### config.mk
export PLATFORM = sky130hd
export DESIGN_NAME = wstrobe_qualifier
export DESIGN_NICKNAME = d
export VERILOG_FILES = /design/src/rtl/wsq_pkg.sv /design/src/rtl/wsq_sync.sv /design/src/rtl/wsq_por_timer.sv /design/src/rtl/wsq_strobe_filter.sv /design/src/rtl/wstrobe_qualifier.sv
export SDC_FILE = /design/constraint.sdc
export NUM_CORES = 1
export LEC_CHECK = 0
export BUFFER_PORTS_ARGS = -buffer_cell sky130_fd_sc_hd__clkbuf_2
export CORE_ASPECT_RATIO = 1.1
export CORE_MARGIN = 2
export CORE_UTILIZATION = 30
export DETAILED_ROUTE_END_ITERATION = 16
export GPL_TIMING_DRIVEN = 0
export PLACE_DENSITY = 0.58
export SLEW_MARGIN = 5
export SYNTH_ARGS = -nofsm -noshare
export SYNTH_HDL_FRONTEND = slang
export SYNTH_SLANG_ARGS = --single-unit
### constraint.sdc
create_clock -name clk -period 4.1 [get_ports clk]
set_input_delay 0.82 -clock clk [delete_from_list [all_inputs] [get_ports clk]]
set_output_delay 0.82 -clock clk [all_outputs]
set_load 0.005 [all_outputs]
### src/rtl/wsq_pkg.sv
package wsq_pkg;

  typedef struct packed {
    logic ce_n;
    logic we_n;
    logic oe_n;
    logic vcc_ok;
  } ctl_t;

  localparam ctl_t CTL_IDLE = '{ce_n: 1'b1, we_n: 1'b1, oe_n: 1'b1, vcc_ok: 1'b0};

  // Both strobes low with the output driver off: a write window is open.
  function automatic logic write_window(input ctl_t c);
    return !c.ce_n && !c.we_n && c.oe_n;
  endfunction

  // Selected, output enabled and not writing: drive the read bus.
  function automatic logic read_window(input ctl_t c);
    return !c.ce_n && !c.oe_n && c.we_n;
  endfunction

  // Increment that stops at a ceiling.
  function automatic int unsigned sat_inc(input int unsigned v, input int unsigned top);
    return (v >= top) ? top : v + 1;
  endfunction

endpackage

### src/rtl/wsq_sync.sv
module wsq_sync #(
  parameter int unsigned W       = 4,
  parameter int unsigned STAGES  = 2,
  parameter logic [W-1:0] RST_VAL = '0
) (
  input  logic         clk,
  input  logic         rst_n,
  input  logic [W-1:0] d,
  output logic [W-1:0] q
);

  logic [W-1:0] stage [STAGES];

  generate
    for (genvar i = 0; i < STAGES; i++) begin : g_stage
      if (i == 0) begin : g_first
        always_ff @(posedge clk or negedge rst_n) begin
          if (!rst_n) stage[0] <= RST_VAL;
          else        stage[0] <= d;
        end
      end else begin : g_next
        always_ff @(posedge clk or negedge rst_n) begin
          if (!rst_n) stage[i] <= RST_VAL;
          else        stage[i] <= stage[i-1];
        end
      end
    end
  endgenerate

  assign q = stage[STAGES-1];

endmodule

### src/rtl/wsq_por_timer.sv
module wsq_por_timer #(
  parameter int unsigned POR_CYC = 1000000
) (
  input  logic clk,
  input  logic rst_n,
  input  logic vcc_ok_s,
  output logic ready
);

  localparam int unsigned PW = $clog2(POR_CYC + 1);
  localparam logic [PW-1:0] LAST = PW'(POR_CYC);

  logic [PW-1:0] cnt;

  always_ff @(posedge clk or negedge rst_n) begin
    if (!rst_n)          cnt <= '0;
    else if (!vcc_ok_s)  cnt <= '0;
    else if (cnt != LAST) cnt <= cnt + 1'b1;
  end

  assign ready = vcc_ok_s && (cnt == LAST);

endmodule

### src/rtl/wsq_strobe_filter.sv
module wsq_strobe_filter
  import wsq_pkg::*;
#(
  parameter int unsigned AW         = 17,
  parameter int unsigned GLITCH_CYC = 3,
  localparam int unsigned CW        = $clog2(GLITCH_CYC + 1)
) (
  input  logic          clk,
  input  logic          rst_n,
  input  ctl_t          ctl_s,
  input  logic          ready,
  input  logic [AW-1:0] addr_s,
  output logic          win_open,
  output logic          win_close,
  output logic [CW-1:0] low_cnt,
  output logic [AW-1:0] cand_addr,
  output logic          commit
);

  logic active, active_q, clean;

  assign active    = write_window(ctl_s);
  assign win_open  = active && !active_q;
  assign win_close = !active && active_q;

  always_ff @(posedge clk or negedge rst_n) begin
    if (!rst_n) active_q <= 1'b0;
    else        active_q <= active;
  end

  always_ff @(posedge clk or negedge rst_n) begin
    if (!rst_n)       low_cnt <= '0;
    else if (!active) low_cnt <= '0;
    else              low_cnt <= CW'(sat_inc(int'(low_cnt), GLITCH_CYC));
  end

  // Lockout must stay clear for the whole window.
  always_ff @(posedge clk or negedge rst_n) begin
    if (!rst_n)                 clean <= 1'b0;
    else if (win_open)          clean <= ready;
    else if (active && !ready)  clean <= 1'b0;
  end

  always_ff @(posedge clk or negedge rst_n) begin
    if (!rst_n)        cand_addr <= '0;
    else if (win_open) cand_addr <= addr_s;
  end

  assign commit = win_close && ctl_s.oe_n && clean && ready &&
                  (int'(low_cnt) >= int'(GLITCH_CYC));

endmodule

### src/rtl/wstrobe_qualifier.sv
module wstrobe_qualifier
  import wsq_pkg::*;
#(
  parameter int unsigned AW          = 17,
  parameter int unsigned DW          = 8,
  parameter int unsigned GLITCH_CYC  = 3,
  parameter int unsigned POR_CYC     = 1000000,
  parameter int unsigned SYNC_STAGES = 2
) (
  input  logic          clk,
  input  logic          rst_n,
  input  logic          ce_n,
  input  logic          oe_n,
  input  logic          we_n,
  input  logic          vcc_ok,
  input  logic [AW-1:0] addr,
  input  logic [DW-1:0] din,
  output logic          ld_valid,
  output logic [AW-1:0] ld_addr,
  output logic [DW-1:0] ld_data,
  output logic          rd_drive
);

  localparam int unsigned CW = $clog2(GLITCH_CYC + 1);
  localparam int unsigned BW = AW + DW;

  ctl_t          ctl_raw, ctl_s;
  logic [BW-1:0] bus_s;
  logic [AW-1:0] addr_s, cand_addr;
  logic [DW-1:0] din_s;
  logic          wr_ready, win_open, win_close, commit;
  logic [CW-1:0] low_cnt;

  always_comb begin
    ctl_raw.ce_n   = ce_n;
    ctl_raw.we_n   = we_n;
    ctl_raw.oe_n   = oe_n;
    ctl_raw.vcc_ok = vcc_ok;
  end

  wsq_sync #(.W($bits(ctl_t)), .STAGES(SYNC_STAGES), .RST_VAL(CTL_IDLE)) u_ctl_sync (
    .clk(clk), .rst_n(rst_n), .d(ctl_raw), .q(ctl_s)
  );

  // Bus delayed by the same depth so it stays aligned with the strobes.
  wsq_sync #(.W(BW), .STAGES(SYNC_STAGES), .RST_VAL('0)) u_bus_sync (
    .clk(clk), .rst_n(rst_n), .d({addr, din}), .q(bus_s)
  );

  assign addr_s = bus_s[BW-1:DW];
  assign din_s  = bus_s[DW-1:0];

  wsq_por_timer #(.POR_CYC(POR_CYC)) u_por (
    .clk(clk), .rst_n(rst_n), .vcc_ok_s(ctl_s.vcc_ok), .ready(wr_ready)
  );

  wsq_strobe_filter #(.AW(AW), .GLITCH_CYC(GLITCH_CYC)) u_filt (
    .clk(clk), .rst_n(rst_n), .ctl_s(ctl_s), .ready(wr_ready), .addr_s(addr_s),
    .win_open(win_open), .win_close(win_close), .low_cnt(low_cnt),
    .cand_addr(cand_addr), .commit(commit)
  );

  always_ff @(posedge clk or negedge rst_n) begin
    if (!rst_n) begin
      ld_valid <= 1'b0;
      ld_addr  <= '0;
      ld_data  <= '0;
    end else begin
      ld_valid <= commit;
      if (commit) begin
        ld_addr <= cand_addr;
        ld_data <= din_s;
      end
    end
  end

  assign rd_drive = read_window(ctl_s);

endmodule

==> impl_metrics.ini <==
[cells_and_area]
synthToLayoutAreaGrowth_pct = 26.5
final-instance-count-excl-fill = 564
antenna_cells = 0
finalCoreUtilization_pct = 38.6
nFillCells = 1359
ff_latch_area_um2 = 3140
multi_input_area_um2 = 1170
nets = 392
drive_gt1_share_pct = 39.0
fin_area_um2 = 5560

[sta]
slew_headroom_pct = 39.9
clock_skew_ps = 7.10
setup_viol = 0
final_hold_viol_count = 0
fin_ws_ps = 988
timing.fmax_mhz = 321
min_period_over_period_pct = 75.9
period_needed_ps = 3110
hold_slack_ps = 278
setup-tns-final_ps = 0
tightest_slew_ps = 898
rsz0062_at_grt = false
slew_viol_final = 0

[pwr]
p_leak_nw = 2.57
fin_total_pwr_mw = 2.94
powerDensity_nw_per_um2 = 529
peakVddDrop_mv = 0.244

[setup_path]
worst-path-max-fanout = 10
arrival_ps = 3410
path_class = flip-flop to flip-flop
critPathMaxStageDelay_ps = 690
worstPathRequired_ps = 4390
cp-start-kind = flip-flop
slowest_stage = nor2_1
worst_setup_path_end_kind = flip-flop
crit_chain = or3b_2 -> dlygate4sd2_1 -> nor2_1 -> clkbuf_1 -> mux2_2

[grt]
grt-ovfl-total = 0
grt_max_degree = 104
grt_pass1_wl_um = 12700
grt_antenna_before_repair = 0
grt_pass1_vias = 2587
grtUsageTotal_pct = 10.9

[route]
routedWlPerCell_um = 13.2
drc = 0
drt-pass1-iter-count = 4
first_iter_violations = 127
vias = 2390
vias_per_cell = 4.24
ant_nets = 0
wl_um = 7430

[clocking]
cts-root-buf = clkbuf_16
htreeDepth = 4
cts_made_buffers = 17
clk_pin_slew_ps = 60
clock_latency_ps = 410
clock_sinks = 125
tritoncts = yes
clk_path_buf_depth = 2
ctsResizeCount = 0
cts_setup_buffers = 0
cts_hold_buffers = 0

[place]
placed_cells = 532
numPortBuffers = 57
dp_hpwl_um = 4680
gp_congestion = 0.758
placed_area_um2 = 4960
dpl_worst_slack_ps = 908

[logic_synthesis]
async_reset_ff_share_pct = 100
synth_cells = 282
syn-cell-area_um2 = 4390
synth_top_area_cell = dfrtp_1
synth_commonest_cells = dfrtp_1 (119), mux2_2 (23), mux2_4 (19), nor2_1 (19), nand2_1 (11)
yosysMostFrequentCell = dfrtp_1
ys_seq_area_share_pct = 71.4
syn-num-nets = 315
synth_edf_count = 0
ys_types = 36
synth_seq_cells = 125
avgSynthCellArea_um2 = 15.6
synth_area_leaders = dfrtp_1 (68%), mux2_4 (6.5%), mux2_2 (5.9%)
synth_top_area_share_pct = 67.8
synth_flop_cell = dfrtp_1
yosys_warnings = 0

[floorplanning]
die_area_um2 = 15600
die-height_um = 131
top_level_ports = 58
start_util_pct = 30.5
core-area_um2 = 14400
row_count = 46
chipWidth_um = 119

[min_path]
min_path_type = primary input to asynchronous set/reset pin

[flow_run]
cap_viol_max_count = 0

[outcome]
outcome = finished, final reports clean
[kinds of logic after synthesis]
| group | share of synthesized area (%) |
|---|---|
| mux | 13.3 |
| simple gates | 9.25 |
| xor+xnor | 2.19 |
| flops | 71.4 |
| fa+ha+maj | 0.569 |
| compound gates | 1.34 |
| buf+inv | 1.99 |
[path summary, 6_finish.rpt]
kind                                      start                   end  slack, ps  cells past startpoint
min in group clk           u_bus_sync.stage[39]      u_bus_sync.q[14]        340                      0
min                                       rst_n            ld_data[6]        280                      1
min reg2reg                u_bus_sync.stage[39]      u_bus_sync.q[14]        340                      0
max reg2reg                     u_ctl_sync.q[1]  u_filt.cand_addr[15]        990                      5
max in group asynchronous                 rst_n            ld_data[2]       3090                      2
max                             u_ctl_sync.q[1]  u_filt.cand_addr[15]        990                      5
[area by class of cell]
class / instances / share of cell area [%]
Buffer: 6 / 1.04
Clock buffer: 21 / 8.28
Clock inverter: 11 / 2.54
Inverter: 8 / 0.540
Multi-Input combinational cell: 143 / 21.1
Sequential cell: 125 / 56.4
Tap cell: 192 / 4.32
Timing Repair Buffer: 58 / 5.79
[report_power, final]
part           total [mW]  switching, mW  internal, mW
sequential           1.33         0.0289          1.31
clock                1.51          0.523         0.983
combinational      0.0990         0.0490        0.0499
total                2.94          0.601          2.34
[layer usage]
layer	vias to the layer above	GRT usage, %	wire (um)
met3	19	4.51	367
met4	0	5.81	159
li1	1127	-	-
met5	-	0	0
met1	1199	12.5	3250
met2	45	17.5	3650
[layout by cell type, fill, tap and decap left out, types with 3 or more instances in the layout]
| master | count |
|---|---|
| dfrtp_1 | 119 |
| clkbuf_2 | 56 |
| mux2_2 | 23 |
| nor2_1 | 19 |
| mux2_4 | 19 |
| clkbuf_16 | 17 |
| nand2_1 | 11 |
| xnor2_1 | 8 |
| inv_1 | 7 |
| nand3_1 | 7 |
| nand4_1 | 7 |
| nor3_1 | 7 |
| a21oi_1 | 7 |
| dfstp_2 | 6 |
| nand2b_1 | 5 |
| mux2i_1 | 4 |
| clkbuf_1 | 4 |
| nor4_1 | 4 |
| clkinv_2 | 4 |
| xor2_1 | 3 |
| o21ai_0 | 3 |
| bufinv_16 | 3 |
| clkinvlp_4 | 3 |
| clkbuf_8 | 3 |
[critical path: cells and delay by family, from the launching register on]
family	cells	cell delay [ps]
flip-flops	1	540
multiplexers	1	410
AND/OR/NAND/NOR	2	1130
buffers and inverters	2	910
[state kept, by name (all words and copies together) (netlist names)]
| register | flops |
|---|---|
| ld_valid | 1 |
| u_filt.cand_addr | 17 |
| ld_data | 8 |
| u_filt.active_q | 1 |
| u_por.cnt | 20 |
| u_filt.low_cnt | 2 |
| u_bus_sync.stage | 25 |
| ld_addr | 17 |
| u_bus_sync.q | 25 |
| u_filt.clean | 1 |
| u_ctl_sync.q | 4 |
| u_ctl_sync.stage | 4 |
No activity file was read; power rests on OpenSTA's default activity.
